## src/rtl/rfb_pkg.sv

```systemverilog
package rfb_pkg;
  localparam int NPORT  = 4;
  localparam int NBANK  = 4;
  localparam int BANK_W = $clog2(NBANK);
  localparam int PORT_W = $clog2(NPORT);

  typedef logic [NPORT-1:0] port_mask_t;
endpackage

```

## src/rtl/rfb_bank_arb.sv

```systemverilog
module rfb_bank_arb
  import rfb_pkg::*;
#(
  parameter int ADDR_W  = 5,
  parameter int BANK_ID = 0,
  localparam int ROW_W  = ADDR_W - BANK_W
) (
  input  port_mask_t        rd_req,
  input  logic [ADDR_W-1:0] rd_addr [NPORT],
  input  port_mask_t        wr_en,
  input  logic [ADDR_W-1:0] wr_addr [NPORT],
  output port_mask_t        rd_gnt,
  output logic              bank_rd_en,
  output logic [ROW_W-1:0]  bank_rd_row,
  output logic              bank_we,
  output logic [ROW_W-1:0]  bank_wr_row,
  output logic [PORT_W-1:0] wr_sel,
  output logic              wr_clash
);
  localparam logic [BANK_W-1:0] MY_BANK = BANK_W'(BANK_ID);

  logic [ADDR_W-1:0] rd_win;
  logic [ADDR_W-1:0] wr_win;
  int unsigned       wr_hits;

  // read side: lowest requesting port on this bank wins, same-register ports merge
  always_comb begin
    bank_rd_en = 1'b0;
    rd_win     = '0;
    for (int p = 0; p < NPORT; p++) begin
      if (rd_req[p] && (rd_addr[p][BANK_W-1:0] == MY_BANK) && !bank_rd_en) begin
        bank_rd_en = 1'b1;
        rd_win     = rd_addr[p];
      end
    end
    for (int p = 0; p < NPORT; p++) begin
      rd_gnt[p] = bank_rd_en && rd_req[p] && (rd_addr[p] == rd_win);
    end
    bank_rd_row = rd_win[ADDR_W-1:BANK_W];
  end

  // write side: lowest port wins, more than one is a clash
  always_comb begin
    bank_we = 1'b0;
    wr_win  = '0;
    wr_sel  = '0;
    wr_hits = 0;
    for (int p = 0; p < NPORT; p++) begin
      if (wr_en[p] && (wr_addr[p][BANK_W-1:0] == MY_BANK)) begin
        wr_hits = wr_hits + 1;
        if (!bank_we) begin
          bank_we = 1'b1;
          wr_win  = wr_addr[p];
          wr_sel  = PORT_W'(p);
        end
      end
    end
    wr_clash    = (wr_hits > 1);
    bank_wr_row = wr_win[ADDR_W-1:BANK_W];
  end

  always_comb begin
    AST_GRANT_IMPLIES_ENABLE: assert (!(|rd_gnt) || bank_rd_en);
  end
endmodule

```

## src/rtl/rfb_bank_store.sv

```systemverilog
module rfb_bank_store #(
  parameter int ROWS   = 8,
  parameter int DATA_W = 32,
  localparam int ROW_W = $clog2(ROWS)
) (
  input  logic              clk,
  input  logic              rst_n,
  input  logic              rd_en,
  input  logic [ROW_W-1:0]  rd_row,
  input  logic              we,
  input  logic [ROW_W-1:0]  wr_row,
  input  logic [DATA_W-1:0] wr_val,
  output logic [DATA_W-1:0] rd_q
);
  logic [DATA_W-1:0] mem [ROWS];
  logic [DATA_W-1:0] rd_d;

  // array: no reset, single write port
  always_ff @(posedge clk) begin
    if (we) begin
      mem[wr_row] <= wr_val;
    end
  end

  // single read port, registered; sees contents from before this edge's write
  always_comb begin
    rd_d = rd_q;
    if (rd_en) begin
      rd_d = mem[rd_row];
    end
  end

  always_ff @(posedge clk or negedge rst_n) begin
    if (!rst_n) begin
      rd_q <= '0;
    end else begin
      rd_q <= rd_d;
    end
  end
endmodule

```

## src/rtl/rfb_sat_counter.sv

```systemverilog
module rfb_sat_counter #(
  parameter int CNT_W = 16
) (
  input  logic             clk,
  input  logic             rst_n,
  input  logic             inc,
  output logic [CNT_W-1:0] cnt_q
);
  logic [CNT_W-1:0] cnt_d;
  logic             cnt_ce;

  always_comb begin
    cnt_ce = inc && (cnt_q != '1);
    cnt_d  = cnt_q + 1'b1;
  end

  always_ff @(posedge clk or negedge rst_n) begin
    if (!rst_n) begin
      cnt_q <= '0;
    end else if (cnt_ce) begin
      cnt_q <= cnt_d;
    end
  end

  AST_CNT_STICKS_AT_TOP: assert property (@(posedge clk) disable iff (!rst_n)
    (cnt_q == '1) |=> (cnt_q == '1));
  AST_CNT_IDLE_HOLDS: assert property (@(posedge clk) disable iff (!rst_n)
    !inc |=> $stable(cnt_q));
endmodule

```

## src/rtl/banked_regfile.sv

```systemverilog
module banked_regfile
  import rfb_pkg::*;
#(
  parameter int NUM_REGS = 32,
  parameter int DATA_W   = 32,
  parameter int CNT_W    = 16,
  localparam int ADDR_W  = $clog2(NUM_REGS)
) (
  input  logic              clk,
  input  logic              rst_n,
  input  logic [NPORT-1:0]  rd_req,
  input  logic [ADDR_W-1:0] rd_addr [NPORT],
  input  logic [NPORT-1:0]  wr_en,
  input  logic [ADDR_W-1:0] wr_addr [NPORT],
  input  logic [DATA_W-1:0] wr_data [NPORT],
  output logic [NPORT-1:0]  rd_grant,
  output logic [NPORT-1:0]  rd_valid,
  output logic [DATA_W-1:0] rd_data [NPORT],
  output logic              rd_conflict,
  output logic              wr_err,
  output logic [CNT_W-1:0]  conflict_cnt
);
  localparam int ROWS  = NUM_REGS / NBANK;
  localparam int ROW_W = ADDR_W - BANK_W;

  port_mask_t        bank_gnt    [NBANK];
  logic              bank_rd_en  [NBANK];
  logic [ROW_W-1:0]  bank_rd_row [NBANK];
  logic              bank_we     [NBANK];
  logic [ROW_W-1:0]  bank_wr_row [NBANK];
  logic [PORT_W-1:0] bank_wr_sel [NBANK];
  logic [NBANK-1:0]  bank_clash;
  logic [DATA_W-1:0] bank_q      [NBANK];

  logic [BANK_W-1:0] sel_q [NPORT];
  logic [BANK_W-1:0] sel_d [NPORT];
  logic [NPORT-1:0]  valid_d;

  for (genvar b = 0; b < NBANK; b++) begin : g_bank
    rfb_bank_arb #(
      .ADDR_W (ADDR_W),
      .BANK_ID(b)
    ) u_arb (
      .rd_req     (rd_req),
      .rd_addr    (rd_addr),
      .wr_en      (wr_en),
      .wr_addr    (wr_addr),
      .rd_gnt     (bank_gnt[b]),
      .bank_rd_en (bank_rd_en[b]),
      .bank_rd_row(bank_rd_row[b]),
      .bank_we    (bank_we[b]),
      .bank_wr_row(bank_wr_row[b]),
      .wr_sel     (bank_wr_sel[b]),
      .wr_clash   (bank_clash[b])
    );

    rfb_bank_store #(
      .ROWS  (ROWS),
      .DATA_W(DATA_W)
    ) u_store (
      .clk   (clk),
      .rst_n (rst_n),
      .rd_en (bank_rd_en[b]),
      .rd_row(bank_rd_row[b]),
      .we    (bank_we[b]),
      .wr_row(bank_wr_row[b]),
      .wr_val(wr_data[bank_wr_sel[b]]),
      .rd_q  (bank_q[b])
    );
  end

  // each port belongs to exactly one bank, so OR-ing the bank masks is exact
  always_comb begin
    rd_grant = '0;
    for (int b = 0; b < NBANK; b++) begin
      rd_grant = rd_grant | bank_gnt[b];
    end
    rd_conflict = |(rd_req & ~rd_grant);
    wr_err      = |bank_clash;
  end

  // remember which bank served each port for the return cycle
  always_comb begin
    valid_d = rd_grant;
    for (int p = 0; p < NPORT; p++) begin
      sel_d[p] = rd_grant[p] ? rd_addr[p][BANK_W-1:0] : sel_q[p];
    end
  end

  always_ff @(posedge clk or negedge rst_n) begin
    if (!rst_n) begin
      rd_valid <= '0;
      for (int p = 0; p < NPORT; p++) begin
        sel_q[p] <= '0;
      end
    end else begin
      rd_valid <= valid_d;
      for (int p = 0; p < NPORT; p++) begin
        sel_q[p] <= sel_d[p];
      end
    end
  end

  always_comb begin
    for (int p = 0; p < NPORT; p++) begin
      rd_data[p] = bank_q[sel_q[p]];
    end
  end

  rfb_sat_counter #(
    .CNT_W(CNT_W)
  ) u_cnt (
    .clk  (clk),
    .rst_n(rst_n),
    .inc  (rd_conflict),
    .cnt_q(conflict_cnt)
  );

  // ---------------- assertions ----------------
  AST_PORT0_ALWAYS_WINS: assert property (@(posedge clk) disable iff (!rst_n)
    rd_req[0] |-> rd_grant[0]);

  AST_CONFLICT_COUNTED: assert property (@(posedge clk) disable iff (!rst_n)
    (rd_conflict && (conflict_cnt != '1)) |=>
      (conflict_cnt == CNT_W'($past(conflict_cnt) + 1'b1)));

  for (genvar p = 0; p < NPORT; p++) begin : g_port_chk
    AST_IDLE_NEVER_GRANTED: assert property (@(posedge clk) disable iff (!rst_n)
      !rd_req[p] |-> !rd_grant[p]);
    AST_GRANT_THEN_VALID: assert property (@(posedge clk) disable iff (!rst_n)
      rd_grant[p] |=> rd_valid[p]);
    for (genvar q = p + 1; q < NPORT; q++) begin : g_pair_chk
      AST_ONE_ROW_PER_BANK: assert property (@(posedge clk) disable iff (!rst_n)
        (rd_grant[p] && rd_grant[q] &&
         (rd_addr[p][BANK_W-1:0] == rd_addr[q][BANK_W-1:0])) |->
          (rd_addr[p] == rd_addr[q]));
      AST_WRITE_CLASH_FLAGGED: assert property (@(posedge clk) disable iff (!rst_n)
        (wr_en[p] && wr_en[q] &&
         (wr_addr[p][BANK_W-1:0] == wr_addr[q][BANK_W-1:0])) |-> wr_err);
    end
  end
endmodule

```

## config.mk

```make
export PLATFORM = sky130hd
export DESIGN_NAME = banked_regfile
export DESIGN_NICKNAME = d
export VERILOG_FILES = /design/src/rtl/rfb_pkg.sv /design/src/rtl/rfb_bank_arb.sv /design/src/rtl/rfb_bank_store.sv /design/src/rtl/rfb_sat_counter.sv /design/src/rtl/banked_regfile.sv
export SDC_FILE = /design/constraint.sdc
export NUM_CORES = 2
export LEC_CHECK = 0
export BUFFER_PORTS_ARGS = -buffer_cell sky130_fd_sc_hd__clkbuf_2
export CORE_ASPECT_RATIO = 1.2
export CORE_MARGIN = 4
export CORE_UTILIZATION = 55
export CTS_CLUSTER_DIAMETER = 100
export DETAILED_ROUTE_END_ITERATION = 8
export GPL_TIMING_DRIVEN = 0
export MAX_ROUTING_LAYER = met4
export PLACE_DENSITY = 0.73
export SYNTH_ARGS = -nofsm -noshare
export SYNTH_HDL_FRONTEND = slang
export SYNTH_HIERARCHICAL = 1
export SYNTH_SLANG_ARGS = --single-unit
```

## constraint.sdc

```tcl
create_clock -name clk -period 3.1 [get_ports clk]
set_input_delay 0.155 -clock clk [delete_from_list [all_inputs] [get_ports clk]]
set_output_delay 0.155 -clock clk [all_outputs]
set_load 0.02 [all_outputs]
```

==> summary by stage <==
Outcome
The run finished with clean final reports.

Critical path
The data arrival time at the worst-slack endpoint is 2.91 ns. The category of the most critical setup path is flip-flop to primary output. On the critical path the largest part of the delay comes from buffers and inverters. In this run the worst path has a maximum fanout of 10.

For this design, the slowest cell found on the critical path is clkbuf_1. STA classifies the critical path startpoint as a flip-flop. Walking the worst path, the cells encountered are clkbuf_1 -> buf_2 -> mux4_2 -> clkbuf_2. The required time reported for the critical path endpoint is 2.94 ns. The kind of capture point of the worst setup path is a primary output. In this design, the stage delay of the slowest critical-path cell is 0.67 ns. The startpoint of the lowest-slack register-to-register path is sel_q[5]. The startpoint of the most critical setup path is sel_q[5]. The count of buffering cells on the critical path with inverters included is 3.

GRT
The first global-routing pass estimated 252000 microns of wire. Global routing finished with a remaining overflow of 0. Global routing used 34.5% of the available tracks across all layers. The number of antenna violations at the first check in global routing is 15. The largest net degree at the start of global routing is 64. The number of global-route vias before repair is 34.7k.

Timing
Across the routed clock network, the largest skew measured is 0.0273 ns. The max-slew headroom at the worst pin is 33.8%. The final-report setup violation count is 0. Setup repair after global routing left no endpoint under its margin. The max-slew violation count is 0. The transition time at the pin with the least slew margin is 0.993 ns. In the post-route analysis, the smallest setup slack over all paths is 0.0383 ns. The count of endpoints failing hold in the final timing report is 0.

The final hold slack is 0.0311 ns. The top achievable clock speed is 327 MHz. The share of the cycle needed by the critical path after routing is 98.8%.

Adding up every negative setup slack in the final design gives 0 ns. The final critical-path required period is 3.06 ns.

Final layout
From synthesis to final layout, the design area changed by 15.0%. The final-layout fill cell count is 7020. Cells fill 63.8% of the core in the end.

The top cell types in the final layout, fill and taps aside, are edfxtp_1 (1024), mux2i_1 (385), clkbuf_2 (333). The library cell used most frequently in the layout, excluding fill and tap cells, is edfxtp_1. After the last flow step, the layout net total stands at 4019. Once layout is complete, the cells apart from fillers number 5220. The layout cell share with drive strength beyond 1 is 28.0%. The final non-filler cell area is 63800 sq um.

Place
The number of cells after detailed placement is 4988. Summed over all nets, the half-perimeter wirelength after detailed placement is 129000 microns. The placed instance area is 60000 sq um.

Input and output buffers added on the ports amount to 331. The routability congestion estimate is 0.939. The worst-case setup slack after placement is -1.17 ns.

Route
The routed via count is 35.7k. The number of remaining DRC errors is 0. In the final routed layout, each cell accounts on average for 34.3 microns.

The remaining number of nets flagged by the antenna check after routing is 0. The initial DRC count is 4764. The number of vias per cell after detailed routing is 6.85.

The final layout contains routed wiring with a total length of 179000 microns. The pre-antenna-repair detailed-routing pass consisted of 6 iterations.

Yosys
After Yosys synthesis, XOR and XNOR cells account for 0.600% of the synthesized area. The area of the mapped netlist is 55400 sq um. The synthesized netlist cell count is 3325. The area fraction of the dominant cell type after synthesis is 55.5%. The compound-gate portion of the synthesized area is 7.78%. After synthesis, the netlist uses 87 different library cells.

After synthesis, the share of flip-flops with an asynchronous set or reset is 13.2%. The synthesized netlist devotes 0.429% of its cell area to adder and majority cells. The number of warnings issued by yosys is 6.

The count of flip-flops with a built-in enable after synthesis is 1024. Synthesis inferred 1180 register bits. For this run, the leading register cell type out of synthesis is edfxtp_1. Of the post-synthesis cell area, the part taken by muxes is 17.7%.

The number of nets in the synthesized netlist is 3522. The simple-gate share of the synthesized area is 7.13%. The largest family of logic cells by synthesized area is multiplexers. Averaged over all synthesized cells, the footprint is 16.7 sq um.

The sequential element share of the synthesized area is 62.5%. Ranked by total cell area, the synthesized netlist is headed by edfxtp_1 (55%), mux4_2 (9.9%), dfrtp_1 (7.0%), mux2i_1 (7.0%), nor2b_1 (2.9%). The synthesized design spends more area on one cell type than any other, namely edfxtp_1.

Power and ir drop
The maximum ir drop on the vdd rail is 0.586 mV. The total power per unit cell area is 724 nW/um^2. The completed layout was analyzed and its total power is 46.2 mW.

The analysis attributes to cell leakage a power of 22.8 nW.

Clocking
The clock passes through at most 3 buffers. TritonCTS built the clock tree. The clock tree root buffer cell is clkbuf_16. The later pin in the worst-skew pair is clocked with a latency of 0.70 ns. Counting the buffers created by CTS gives 111. In this run the number of H-tree levels came out at 3. The clock-pin slew on the worst setup and hold paths is 0.06 ns. The number of sinks driven by the clock tree is 1180.

Die
The starting density of the core is 55.5%. The floorplan row count is 127. The x dimension of the die is 298 microns. The number of primary I/O pins is 332. The die footprint is 106000 sq um. The area of the core is 99900 sq um. The chip height is 356 microns.

Job
The max-cap check violation count is 0.

Worst hold path
The type of the most critical hold path is input port to asynchronous set/reset pin.
==> registers in the layout, summed over array words and instances (netlist names) <==
| signal | flops |
|---|---|
| g_bank.u_store/rd_q | 128 |
| g_bank.u_store/mem | 1024 |
| u_cnt/cnt_q | 16 |
| sel_q | 8 |
| rd_valid | 4 |
==> metal layers <==
| metal | routed length [microns] | up-vias | share of wire, % | track usage (%) |
|---|---|---|---|---|
| li1 | - | 14547 | - | - |
| met1 | 65600 | 18253 | 37 | 46.0 |
| met2 | 81300 | 2554 | 45 | 51.3 |
| met3 | 22000 | 387 | 12 | 7.35 |
| met4 | 10300 | 0 | 5.8 | 16.6 |
| met5 | 0 | - | 0 | - |
==> logic make-up (layout without fill, tap and decap cells) <==
logic type      after synthesis  after routing
compound gates              495            495
xor+xnor                     38             38
fa+ha+maj                    19             19
buf+inv                     270            864
flops                      1180           1180
mux                         653            653
other cells                   0             11
simple gates                670            670
==> where the power goes <==
group | internal, mW | switching (mW)
clock | 7.37 | 5.95
sequential | 18.9 | 1.46
combinational | 4.91 | 7.52
==> worst paths after layout <==
kind	end	slack, ns	cells after the start
max	rd_data[88]	0.04	4
min	g_bank[2].u_store/rd_q[31]	0.03	3
max reg2reg	sel_q[5]	1.25	3
min reg2reg	u_cnt/cnt_q[14]	0.58	1
max in group asynchronous	g_bank[0].u_store/rd_q[17]	2.24	4
min in group clk	g_bank[3].u_store/mem[0][15]	0.03	2
==> final cells by class <==
| cell class | instances | area (sq um) | share of cell area (%) |
|---|---|---|---|
| diodes | 11 | 27.5 | 0.0432 |
| plain buffers | 237 | 2020 | 3.17 |
| clock buffers | 163 | 3130 | 4.91 |
| clock inverters | 47 | 418 | 0.655 |
| inverters | 33 | 125 | 0.196 |
| multi-input cells | 1875 | 19000 | 29.8 |
| flip-flops and latches | 1180 | 34700 | 54.3 |
| well taps | 1290 | 1610 | 2.53 |
| repair buffers | 384 | 2780 | 4.36 |
==> tightest hold or removal path: stages <==
cell	delay, ns
dlygate4sd3_1	0.54
clkbuf_8	0.17
buf_16	0.27
==> synth_stat cells, types with 6 or more instances <==
| cell type | count |
|---|---|
| a22oi_1 | 130 |
| and3_1 | 14 |
| buf_6 | 65 |
| buf_8 | 8 |
| xor2_1 | 13 |
| dfrtp_1 | 156 |
| a41o_1 | 130 |
| mux2_2 | 8 |
| buf_2 | 76 |
| mux4_2 | 244 |
| and3b_1 | 6 |
| nor4_4 | 6 |
| a211o_1 | 129 |
| nor2_1 | 60 |
| nand2_1 | 81 |
| ha_1 | 19 |
| mux2i_1 | 385 |
| edfxtp_1 | 1024 |
| buf_4 | 17 |
| nand4_1 | 16 |
| nand2b_1 | 15 |
| inv_1 | 31 |
| a21oi_1 | 7 |
| a32oi_1 | 13 |
| xnor2_1 | 25 |
| nand3_1 | 150 |
| mux4_1 | 12 |
| o21ai_0 | 16 |
| clkbuf_1 | 43 |
| nor3_1 | 14 |
| o22ai_1 | 13 |
| nor2b_1 | 260 |
| buf_12 | 24 |
==> what timing repair did <==
action	CTS	global route
setup buffers	0	3
endpoints found under the hold margin	99	0
endpoints found under the setup margin	184	87
pin swaps	1	2
hold buffers	8	0
resized for setup	5	7
No activity file was read; power rests on OpenSTA's default activity.
